--- src/rtl/mbx_pkg.sv ---
package mbx_pkg;

    typedef enum logic [1:0] {
        CH_IDLE   = 2'd0,
        CH_POSTED = 2'd1,
        CH_ACKED  = 2'd2,
        CH_DRAIN  = 2'd3
    } ch_state_e;

    localparam int CTL_VALID = 0;
    localparam int CTL_ACK   = 1;
    localparam int CTL_OVWR  = 2;
    localparam int IEN_RCV   = 0;
    localparam int IEN_ACK   = 1;

endpackage

--- src/rtl/mbx_channel.sv ---
module mbx_channel
    import mbx_pkg::*;
#(
    parameter int DATA_W  = 32,
    parameter int N_WORDS = 4,
    localparam int WI     = (N_WORDS > 1) ? $clog2(N_WORDS) : 1
) (
    input  logic                            clk,
    input  logic                            rst_n,
    input  logic                            word_we,
    input  logic [WI-1:0]                   word_idx,
    input  logic [DATA_W-1:0]               word_data,
    input  logic                            valid_we,
    input  logic                            valid_val,
    input  logic                            ack_we,
    input  logic                            err_clr,
    output logic [N_WORDS-1:0][DATA_W-1:0]  words,
    output logic                            valid,
    output logic                            rx_ack,
    output logic                            tx_ack,
    output logic                            ovwr_err,
    output logic                            evt_post,
    output logic                            evt_ack
);

    ch_state_e state, state_nxt;

    always_ff @(posedge clk) begin
        if (!rst_n) state <= CH_IDLE;
        else        state <= state_nxt;
    end

    always_comb begin
        state_nxt = state;
        unique case (state)
            CH_IDLE: begin
                if (valid_we && valid_val) state_nxt = CH_POSTED;
            end
            CH_POSTED: begin
                if (valid_we && !valid_val) state_nxt = CH_IDLE;
                else if (!valid_we && ack_we) state_nxt = CH_ACKED;
            end
            CH_ACKED: begin
                if (valid_we && !valid_val) state_nxt = CH_DRAIN;
            end
            CH_DRAIN: state_nxt = CH_IDLE;
            default:  state_nxt = CH_IDLE;
        endcase
    end

    always_comb begin
        valid    = (state == CH_POSTED) || (state == CH_ACKED);
        rx_ack   = (state == CH_ACKED);
        tx_ack   = (state == CH_ACKED) || (state == CH_DRAIN);
        evt_post = (state == CH_IDLE) && (state_nxt == CH_POSTED);
        evt_ack  = (state == CH_POSTED) && (state_nxt == CH_ACKED);
    end

    for (genvar g = 0; g < N_WORDS; g++) begin : g_word
        always_ff @(posedge clk) begin
            if (!rst_n) words[g] <= '0;
            else if (word_we && (word_idx == WI'(g))) words[g] <= word_data;
        end
    end

    always_ff @(posedge clk) begin
        if (!rst_n) ovwr_err <= 1'b0;
        else        ovwr_err <= (ovwr_err && !err_clr) || (word_we && valid);
    end

    p_drain_settles_r5: assert property (@(posedge clk) disable iff (!rst_n)
        state == CH_DRAIN |=> state == CH_IDLE);
    p_rxack_needs_valid_r4: assert property (@(posedge clk) disable iff (!rst_n)
        rx_ack |-> valid);
    p_txack_outlives_rxack_r5: assert property (@(posedge clk) disable iff (!rst_n)
        $fell(rx_ack) |-> tx_ack && !valid);
    p_overwrite_flag_r10: assert property (@(posedge clk) disable iff (!rst_n)
        word_we && valid |=> ovwr_err);

endmodule

--- src/rtl/mbx_side.sv ---
module mbx_side
    import mbx_pkg::*;
#(
    parameter int DATA_W  = 32,
    parameter int N_WORDS = 4,
    parameter int ADDR_W  = 4,
    localparam int WI     = (N_WORDS > 1) ? $clog2(N_WORDS) : 1
) (
    input  logic                            clk,
    input  logic                            rst_n,
    input  logic                            wr,
    input  logic [ADDR_W-1:0]               addr,
    input  logic [DATA_W-1:0]               wdata,
    input  logic [N_WORDS-1:0][DATA_W-1:0]  tx_words,
    input  logic [N_WORDS-1:0][DATA_W-1:0]  rx_words,
    input  logic                            tx_valid,
    input  logic                            tx_ack,
    input  logic                            tx_err,
    input  logic                            rx_valid,
    input  logic                            rx_ack,
    input  logic                            evt_rx_post,
    input  logic                            evt_tx_ack,
    output logic                            word_we,
    output logic [WI-1:0]                   word_idx,
    output logic                            valid_we,
    output logic                            valid_val,
    output logic                            err_clr,
    output logic                            ack_we,
    output logic [DATA_W-1:0]               rdata,
    output logic                            irq_rcv,
    output logic                            irq_ack
);

    localparam logic [ADDR_W-1:0] A_RXW0 = ADDR_W'(N_WORDS);
    localparam logic [ADDR_W-1:0] A_TXC  = ADDR_W'(2 * N_WORDS);
    localparam logic [ADDR_W-1:0] A_RXC  = ADDR_W'(2 * N_WORDS + 1);
    localparam logic [ADDR_W-1:0] A_IEN  = ADDR_W'(2 * N_WORDS + 2);

    logic [1:0] ien;

    always_comb begin
        word_we   = wr && (addr < A_RXW0);
        word_idx  = addr[WI-1:0];
        valid_we  = wr && (addr == A_TXC);
        valid_val = wdata[CTL_VALID];
        err_clr   = wr && (addr == A_TXC) && wdata[CTL_OVWR];
        ack_we    = wr && (addr == A_RXC) && wdata[CTL_ACK];
    end

    always_ff @(posedge clk) begin
        if (!rst_n) begin
            ien     <= '0;
            irq_rcv <= 1'b0;
            irq_ack <= 1'b0;
        end else begin
            if (wr && (addr == A_IEN)) ien <= wdata[1:0];
            irq_rcv <= ien[IEN_RCV] && evt_rx_post;
            irq_ack <= ien[IEN_ACK] && evt_tx_ack;
        end
    end

    always_comb begin
        rdata = '0;
        if (addr < A_RXW0)
            rdata = tx_words[addr[WI-1:0]];
        else if (addr < A_TXC)
            rdata = rx_words[addr[WI-1:0]];
        else if (addr == A_TXC)
            rdata = {{(DATA_W-3){1'b0}}, tx_err, tx_ack, tx_valid};
        else if (addr == A_RXC)
            rdata = {{(DATA_W-2){1'b0}}, rx_ack, rx_valid};
        else if (addr == A_IEN)
            rdata = {{(DATA_W-2){1'b0}}, ien};
    end

    p_rcv_pulse_single_r8: assert property (@(posedge clk) disable iff (!rst_n)
        irq_rcv |=> !irq_rcv);
    p_rcv_needs_enable_r8: assert property (@(posedge clk) disable iff (!rst_n)
        irq_rcv |-> $past(ien[IEN_RCV]) && rx_valid);
    p_ack_irq_with_ack_r9: assert property (@(posedge clk) disable iff (!rst_n)
        irq_ack |-> tx_ack && $past(ien[IEN_ACK]));

endmodule

--- src/rtl/mbx_doorbell.sv ---
module mbx_doorbell
    import mbx_pkg::*;
#(
    parameter int DATA_W  = 32,
    parameter int N_WORDS = 4,
    parameter int ADDR_W  = 4
) (
    input  logic              clk,
    input  logic              rst_n,
    input  logic              a_wr,
    input  logic [ADDR_W-1:0] a_addr,
    input  logic [DATA_W-1:0] a_wdata,
    output logic [DATA_W-1:0] a_rdata,
    output logic              a_irq_rcv,
    output logic              a_irq_ack,
    input  logic              h_wr,
    input  logic [ADDR_W-1:0] h_addr,
    input  logic [DATA_W-1:0] h_wdata,
    output logic [DATA_W-1:0] h_rdata,
    output logic              h_irq_rcv,
    output logic              h_irq_ack
);

    localparam int WI = (N_WORDS > 1) ? $clog2(N_WORDS) : 1;

    logic                           s_wr    [2];
    logic [ADDR_W-1:0]              s_addr  [2];
    logic [DATA_W-1:0]              s_wdata [2];
    logic [DATA_W-1:0]              s_rdata [2];
    logic                           s_irq_r [2];
    logic                           s_irq_a [2];

    logic [N_WORDS-1:0][DATA_W-1:0] c_words [2];
    logic                           c_valid [2];
    logic                           c_rxack [2];
    logic                           c_txack [2];
    logic                           c_err   [2];
    logic                           c_post  [2];
    logic                           c_ackev [2];
    logic                           c_wwe   [2];
    logic [WI-1:0]                  c_widx  [2];
    logic                           c_vwe   [2];
    logic                           c_vval  [2];
    logic                           c_ackwe [2];
    logic                           c_eclr  [2];

    always_comb begin
        s_wr[0] = a_wr;  s_addr[0] = a_addr;  s_wdata[0] = a_wdata;
        s_wr[1] = h_wr;  s_addr[1] = h_addr;  s_wdata[1] = h_wdata;
        a_rdata = s_rdata[0];  a_irq_rcv = s_irq_r[0];  a_irq_ack = s_irq_a[0];
        h_rdata = s_rdata[1];  h_irq_rcv = s_irq_r[1];  h_irq_ack = s_irq_a[1];
    end

    // Side g sends on channel g and receives on channel 1-g.
    for (genvar g = 0; g < 2; g++) begin : g_dir
        logic ack_from_peer;

        mbx_channel #(.DATA_W(DATA_W), .N_WORDS(N_WORDS)) i_chan (
            .clk      (clk),
            .rst_n    (rst_n),
            .word_we  (c_wwe[g]),
            .word_idx (c_widx[g]),
            .word_data(s_wdata[g]),
            .valid_we (c_vwe[g]),
            .valid_val(c_vval[g]),
            .ack_we   (ack_from_peer),
            .err_clr  (c_eclr[g]),
            .words    (c_words[g]),
            .valid    (c_valid[g]),
            .rx_ack   (c_rxack[g]),
            .tx_ack   (c_txack[g]),
            .ovwr_err (c_err[g]),
            .evt_post (c_post[g]),
            .evt_ack  (c_ackev[g])
        );

        assign ack_from_peer = c_ackwe[1-g];

        mbx_side #(.DATA_W(DATA_W), .N_WORDS(N_WORDS), .ADDR_W(ADDR_W)) i_side (
            .clk        (clk),
            .rst_n      (rst_n),
            .wr         (s_wr[g]),
            .addr       (s_addr[g]),
            .wdata      (s_wdata[g]),
            .tx_words   (c_words[g]),
            .rx_words   (c_words[1-g]),
            .tx_valid   (c_valid[g]),
            .tx_ack     (c_txack[g]),
            .tx_err     (c_err[g]),
            .rx_valid   (c_valid[1-g]),
            .rx_ack     (c_rxack[1-g]),
            .evt_rx_post(c_post[1-g]),
            .evt_tx_ack (c_ackev[g]),
            .word_we    (c_wwe[g]),
            .word_idx   (c_widx[g]),
            .valid_we   (c_vwe[g]),
            .valid_val  (c_vval[g]),
            .err_clr    (c_eclr[g]),
            .ack_we     (c_ackwe[g]),
            .rdata      (s_rdata[g]),
            .irq_rcv    (s_irq_r[g]),
            .irq_ack    (s_irq_a[g])
        );
    end

endmodule

--- config.mk ---
export PLATFORM = sky130hd
export DESIGN_NAME = mbx_doorbell
export DESIGN_NICKNAME = d
export VERILOG_FILES = /design/src/rtl/mbx_pkg.sv /design/src/rtl/mbx_channel.sv /design/src/rtl/mbx_side.sv /design/src/rtl/mbx_doorbell.sv
export SDC_FILE = /design/constraint.sdc
export NUM_CORES = 1
export LEC_CHECK = 0
export ABC_AREA = 1
export BUFFER_PORTS_ARGS = -buffer_cell sky130_fd_sc_hd__clkbuf_2
export CELL_PAD_IN_SITES_DETAIL_PLACEMENT = 0
export CELL_PAD_IN_SITES_GLOBAL_PLACEMENT = 1
export CORE_ASPECT_RATIO = 1.1
export CORE_UTILIZATION = 40
export DETAILED_ROUTE_END_ITERATION = 6
export GPL_TIMING_DRIVEN = 0
export PLACE_DENSITY_LB_ADDON = 0.2
export SYNTH_ARGS = -nofsm -noshare
export SYNTH_HDL_FRONTEND = slang
export SYNTH_HIERARCHICAL = 1
export SYNTH_SLANG_ARGS = --single-unit
--- constraint.sdc ---
create_clock -name clk -period 1.6 [get_ports clk]
set_input_delay 0.08 -clock clk [delete_from_list [all_inputs] [get_ports clk]]
set_output_delay 0.08 -clock clk [all_outputs]
set_load 0.05 [all_outputs]
Word-level counts from Yosys, hierarchy flattened --
Index checks and enable logic that the tools add are counted.
Word-level totals: output and inout bits 68, bits in registers 270, word-level logic and storage cells 128, input bits 76
Operators by class: reduce and logical (&&, ||, !) cells 54, equality and inequality tests 22, mux-type cells 28, magnitude comparators 6
Operators with widths (number):
- $mux W32 | 12
- $bmux W32 S2 | 4
- $logic_and A1 B1 Y1 | 38
- $eq A4 B4 Y1 const B | 6
- $eq A2 B2 Y1 const B | 10
- $mux W2 | 10
- $pmux W2 S4 | 2
- $eq A2 B1 Y1 const B | 6
- $logic_not A2 Y1 | 4
- $lt A4 B3 Y1 const B | 2
- $lt A4 B4 Y1 const B | 2
- $logic_not A1 Y1 | 6
- $logic_or A1 B1 Y1 | 6
- $lt A2 B3 Y1 const B | 2

Logic depth before layout (Yosys ltp) --
depth in word-level cells 10, mapped depth 15, gate-level depth less buffers 14

By module --
Netlist, hierarchy kept.
By module, submodules not included:
- mbx_channel | seq. area each 2622.5 sq um, cells an instance 603, times used 2, area an instance 4673.2 sq um
- mbx_side | seq. area each 80.1 sq um, cells an instance 718, times used 2, area an instance 3083.0 sq um

Least setup slack after synthesis --
OpenSTA, ideal clock, no wires.
kind reg-to-output, start point register g_dir[0].i_chan.state[0], end point output port a_rdata[1], path slack 68 ps, cell stages (with the launch flop) 8, data required time 1520 ps, data arrival time 1452 ps, path buffers 0, cells stage by stage dfxtp_1 inv_1 ha_1 or2_2 inv_1 nand2_1 nand2_1 nand3_1
RTL lines:
- start, declared | line mbx_channel.sv:26 | ch_state_e state, state_nxt;
- start signal, assigned | line mbx_channel.sv:30 | else state <= state_nxt;
- end, declared | line mbx_doorbell.sv:13 | output logic [DATA_W-1:0] a_rdata,

==> results.yml <==
status:
  status: "finished, violations left"
  violations: "setup timing"
route:
  wl_per_cell_um: 18.7
  drtPass1Iterations: 6
  postRouteAntennaNets: 0
  viasPerCell: 5.17
  drc_errors: 0
  routed_wl_um: 63900
  drt-initial-drc-count: 1243
  num_vias: 17700
finish:
  drive_gt1_frac: 0.274
  synthToLayoutAreaGrowth_pct: 34.4
  postLayoutCoreUtil: 0.546
  fillers: 3868
  nets: 2985
sta:
  finalSetupViolCount: 36
  slew_violations: 0
  clock.fmax_mhz: 551
  min_period_ns: 1.82
  rsz0062_at_grt: "yes"
  hold_viol: 0
  finalCritPeriodShare: 1.13
  slew_headroom: 0.406
  finalClockSkew_ns: 0.00504
  worst_slack_ns: -0.215
  worstMarginPinSlew_ns: 0.890
  hold_slack_ns: 0.0294
synthesis:
  ys_seq_elements: 270
  synth-seq-area-share: 0.348
  synth_nets: 2726
  ys_types: 21
  synth_top_area_share: 0.348
  yosys_warnings: 6
  synth_area_mm2: 0.0155
  syn_area_per_cell_um2: 5.87
  yosysTopAreaCell: "dfxtp_1"
  synthCells: 2642
  synthTopCellsByArea: "dfxtp_1 35%, nand2_1 19%, nor2_1 10%"
clocking:
  clk-insertion-delay-late_ns: 0.54
  cts-root-buf: "clkbuf_16"
  tritoncts: "built"
  clock_path_buffers: 3
  htree_levels: 2
  cts_made_buffers: 34
  numClockSinks: 270
  cts.clk_slew.worst_paths_ns: 0.06
pwr:
  swShare: 0.292
  power_frac_comb: 0.169
  leakage_nw: 9.68
  p_total_mw: 17.7
  p_int_mw: 12.5
  p_per_area_mw_per_mm2: 849
  vdd_drop_max_mv: 0.821
  p_clk_frac: 0.434
  p_seq_frac: 0.396
  p_switching_mw: 5.17
flow_run:
  max-cap-violations: 0
floorplanning:
  rows: 75
  chipHeight_um: 209
  pin_count: 144
  die_area_mm2: 0.0396
  fp.dieW_um: 190
  start_util: 0.406
  coreArea_mm2: 0.0382
global_routing:
  grtUsageTotal: 0.318
  grt-ovfl-total: 0
  grt_max_degree: 13
  grt_pass1_wl_um: 95800
  antenna_found_initial: 1
  first_global_vias: 16500
critical_path:
  cp_max_fo: 3
  crit_path_max_incr_delay_ns: 0.36
  cp_cell_sequence: "inv_4 > ha_4 > or2_4 > inv_2 > nand2_1 > nand2_1 > nand3_2 > buf_8"
  rr_endpoint: "g_dir[0].i_side/irq_rcv"
  r2r.worst_path.cells: 12
  timing.rr.start: "g_dir[1].i_chan/state[1]"
  crit_slowest_cell: "dfxtp_4"
  critPathLaunchType: "flip-flop"
  critPathRequiredTime_ns: 1.52
  critPathMostFrequentCell: "nand2_1"
  worst-setup-path-type: "reg -> out"
  ff2ff_setup_slack_ns: 0.20
  endpoint_kind: "output pin"
  worstPathArrival_ns: 1.74
min_path:
  whs_path_depth: 3
  min_to: "g_dir[1].i_side/irq_ack"
  hold_class: "in -> reg"
  hold_start: "rst_n"
placement:
  hpwl_um: 44500
  gp_congestion: 0.941
  portBuffers: 139
per-stage QoR:
stage	area [µm²]	std cells	worst slack, ns	setup TNS, ns
2_1_floorplan	15500	2642	0.0683	0
3_3_place_gp	16800	3281	-0.861	-157.93
3_5_place_dp	16800	3281	-0.899	-170.90
4_1_cts	20200	3417	-0.250	-3.36
5_1_grt	20800	3423	-0.271	-5.21
6_report	20900	3424	-0.215	-4.13
cell type report:
class                           instances  area (µm²)  share of cell area
Clock buffer                           56        1090              0.0521
Antenna cell                            1        2.50            0.000120
Tap cell                              500         626              0.0300
Sequential cell                       270        5580               0.268
Multi-Input combinational cell       1832        9030               0.433
Timing Repair Buffer                  223        2170               0.104
Buffer                                166         938              0.0450
Clock inverter                          2        10.0            0.000480
Inverter                              374        1410              0.0678
registers in the layout (all words and copies together) (netlist names):
name and cells:
g_dir.i_side/ien 4, g_dir.i_chan/ovwr_err 2, g_dir.i_chan/words 256, g_dir.i_side/irq_ack 2, g_dir.i_chan/state 4, g_dir.i_side/irq_rcv 2
cell usage after synthesis (all sizes together):
cell type,number
nor2,422
nand2,792
clkbuf,66
inv,374
o21ai,264
a21oi,72
buf,100
or2,2
dfxtp,270
ha,8
nand3,268
nor3,2
nor3b,2
worst max-delay path by stage:
stage                                         from                        end
after detailed placement                 h_addr[2]  g_dir[1].i_chan/words[11]
after floorplan           g_dir[0].i_chan/state[0]                 a_rdata[1]
final                     g_dir[1].i_chan/state[0]                 h_rdata[1]
after global placement                   h_addr[2]  g_dir[1].i_chan/words[10]
after CTS                 g_dir[1].i_chan/state[1]                 h_rdata[1]
after global routing      g_dir[1].i_chan/state[0]                 h_rdata[1]
cell usage in the layout (no fill, tap or decap), types with 7 or more instances in the layout:
master and instances:
clkbuf_16 43, clkbuf_1 65, o21ai_1 22, dlygate4sd3_1 71, dfxtp_1 142, nand2_2 128
nand3_2 140, buf_6 21, buf_8 37, buf_2 49, clkbuf_2 87, o21ai_0 242
nand3_1 118, inv_2 60, a21oi_1 72, buf_4 37, nand2_1 660, nand3_4 10
nor2_2 8, dfxtp_2 122, inv_1 310, buf_1 7, nor2_1 408, clkbuf_8 28
timing repair:
item / in CTS / in global routing
setup endpoints to repair: 187 / 86
gates resized for setup: 450 / 249
endpoints found under the hold margin: 262 / 0
setup buffers: 7 / 6
hold buffers: 71 / 0
pin swaps: 127 / 110
cloned: 0 / 0
power by group through the flow:
stage	Sequential [mW]	Clock, mW	Combinational, mW
2_1_floorplan	7.11	0	1.49
3_5_place_dp	7.14	0	2.36
3_3_place_gp	7.13	0	2.35
4_1_cts	7.02	7.84	2.82
5_1_grt	7.04	8.08	3.20
6_report	7.02	7.69	3.00
cell families after synthesis:
family | Yosys count | share of synthesized area
simple gates | 1488 | 0.387
buf+inv | 540 | 0.150
compound gates | 336 | 0.108
flops | 270 | 0.348
fa+ha+maj | 8 | 0.00645
routing by layer:
metal,vias up,routed length [µm],GRT usage
met4,0,3260,0.168
met2,726,30000,0.529
li1,8593,-,-
met1,8169,26600,0.402
met5,-,0,0
met3,198,4070,0.0366
critical path: cells and delay by family, from the launching register on:
kind / cells / cell delay, ns
and+or+nand+nor: 4 / 0.42
adders and majority gates: 1 / 0.15
buffers and inverters: 3 / 0.25
DFF: 1 / 0.36
(Power assumes the default switching activity.)
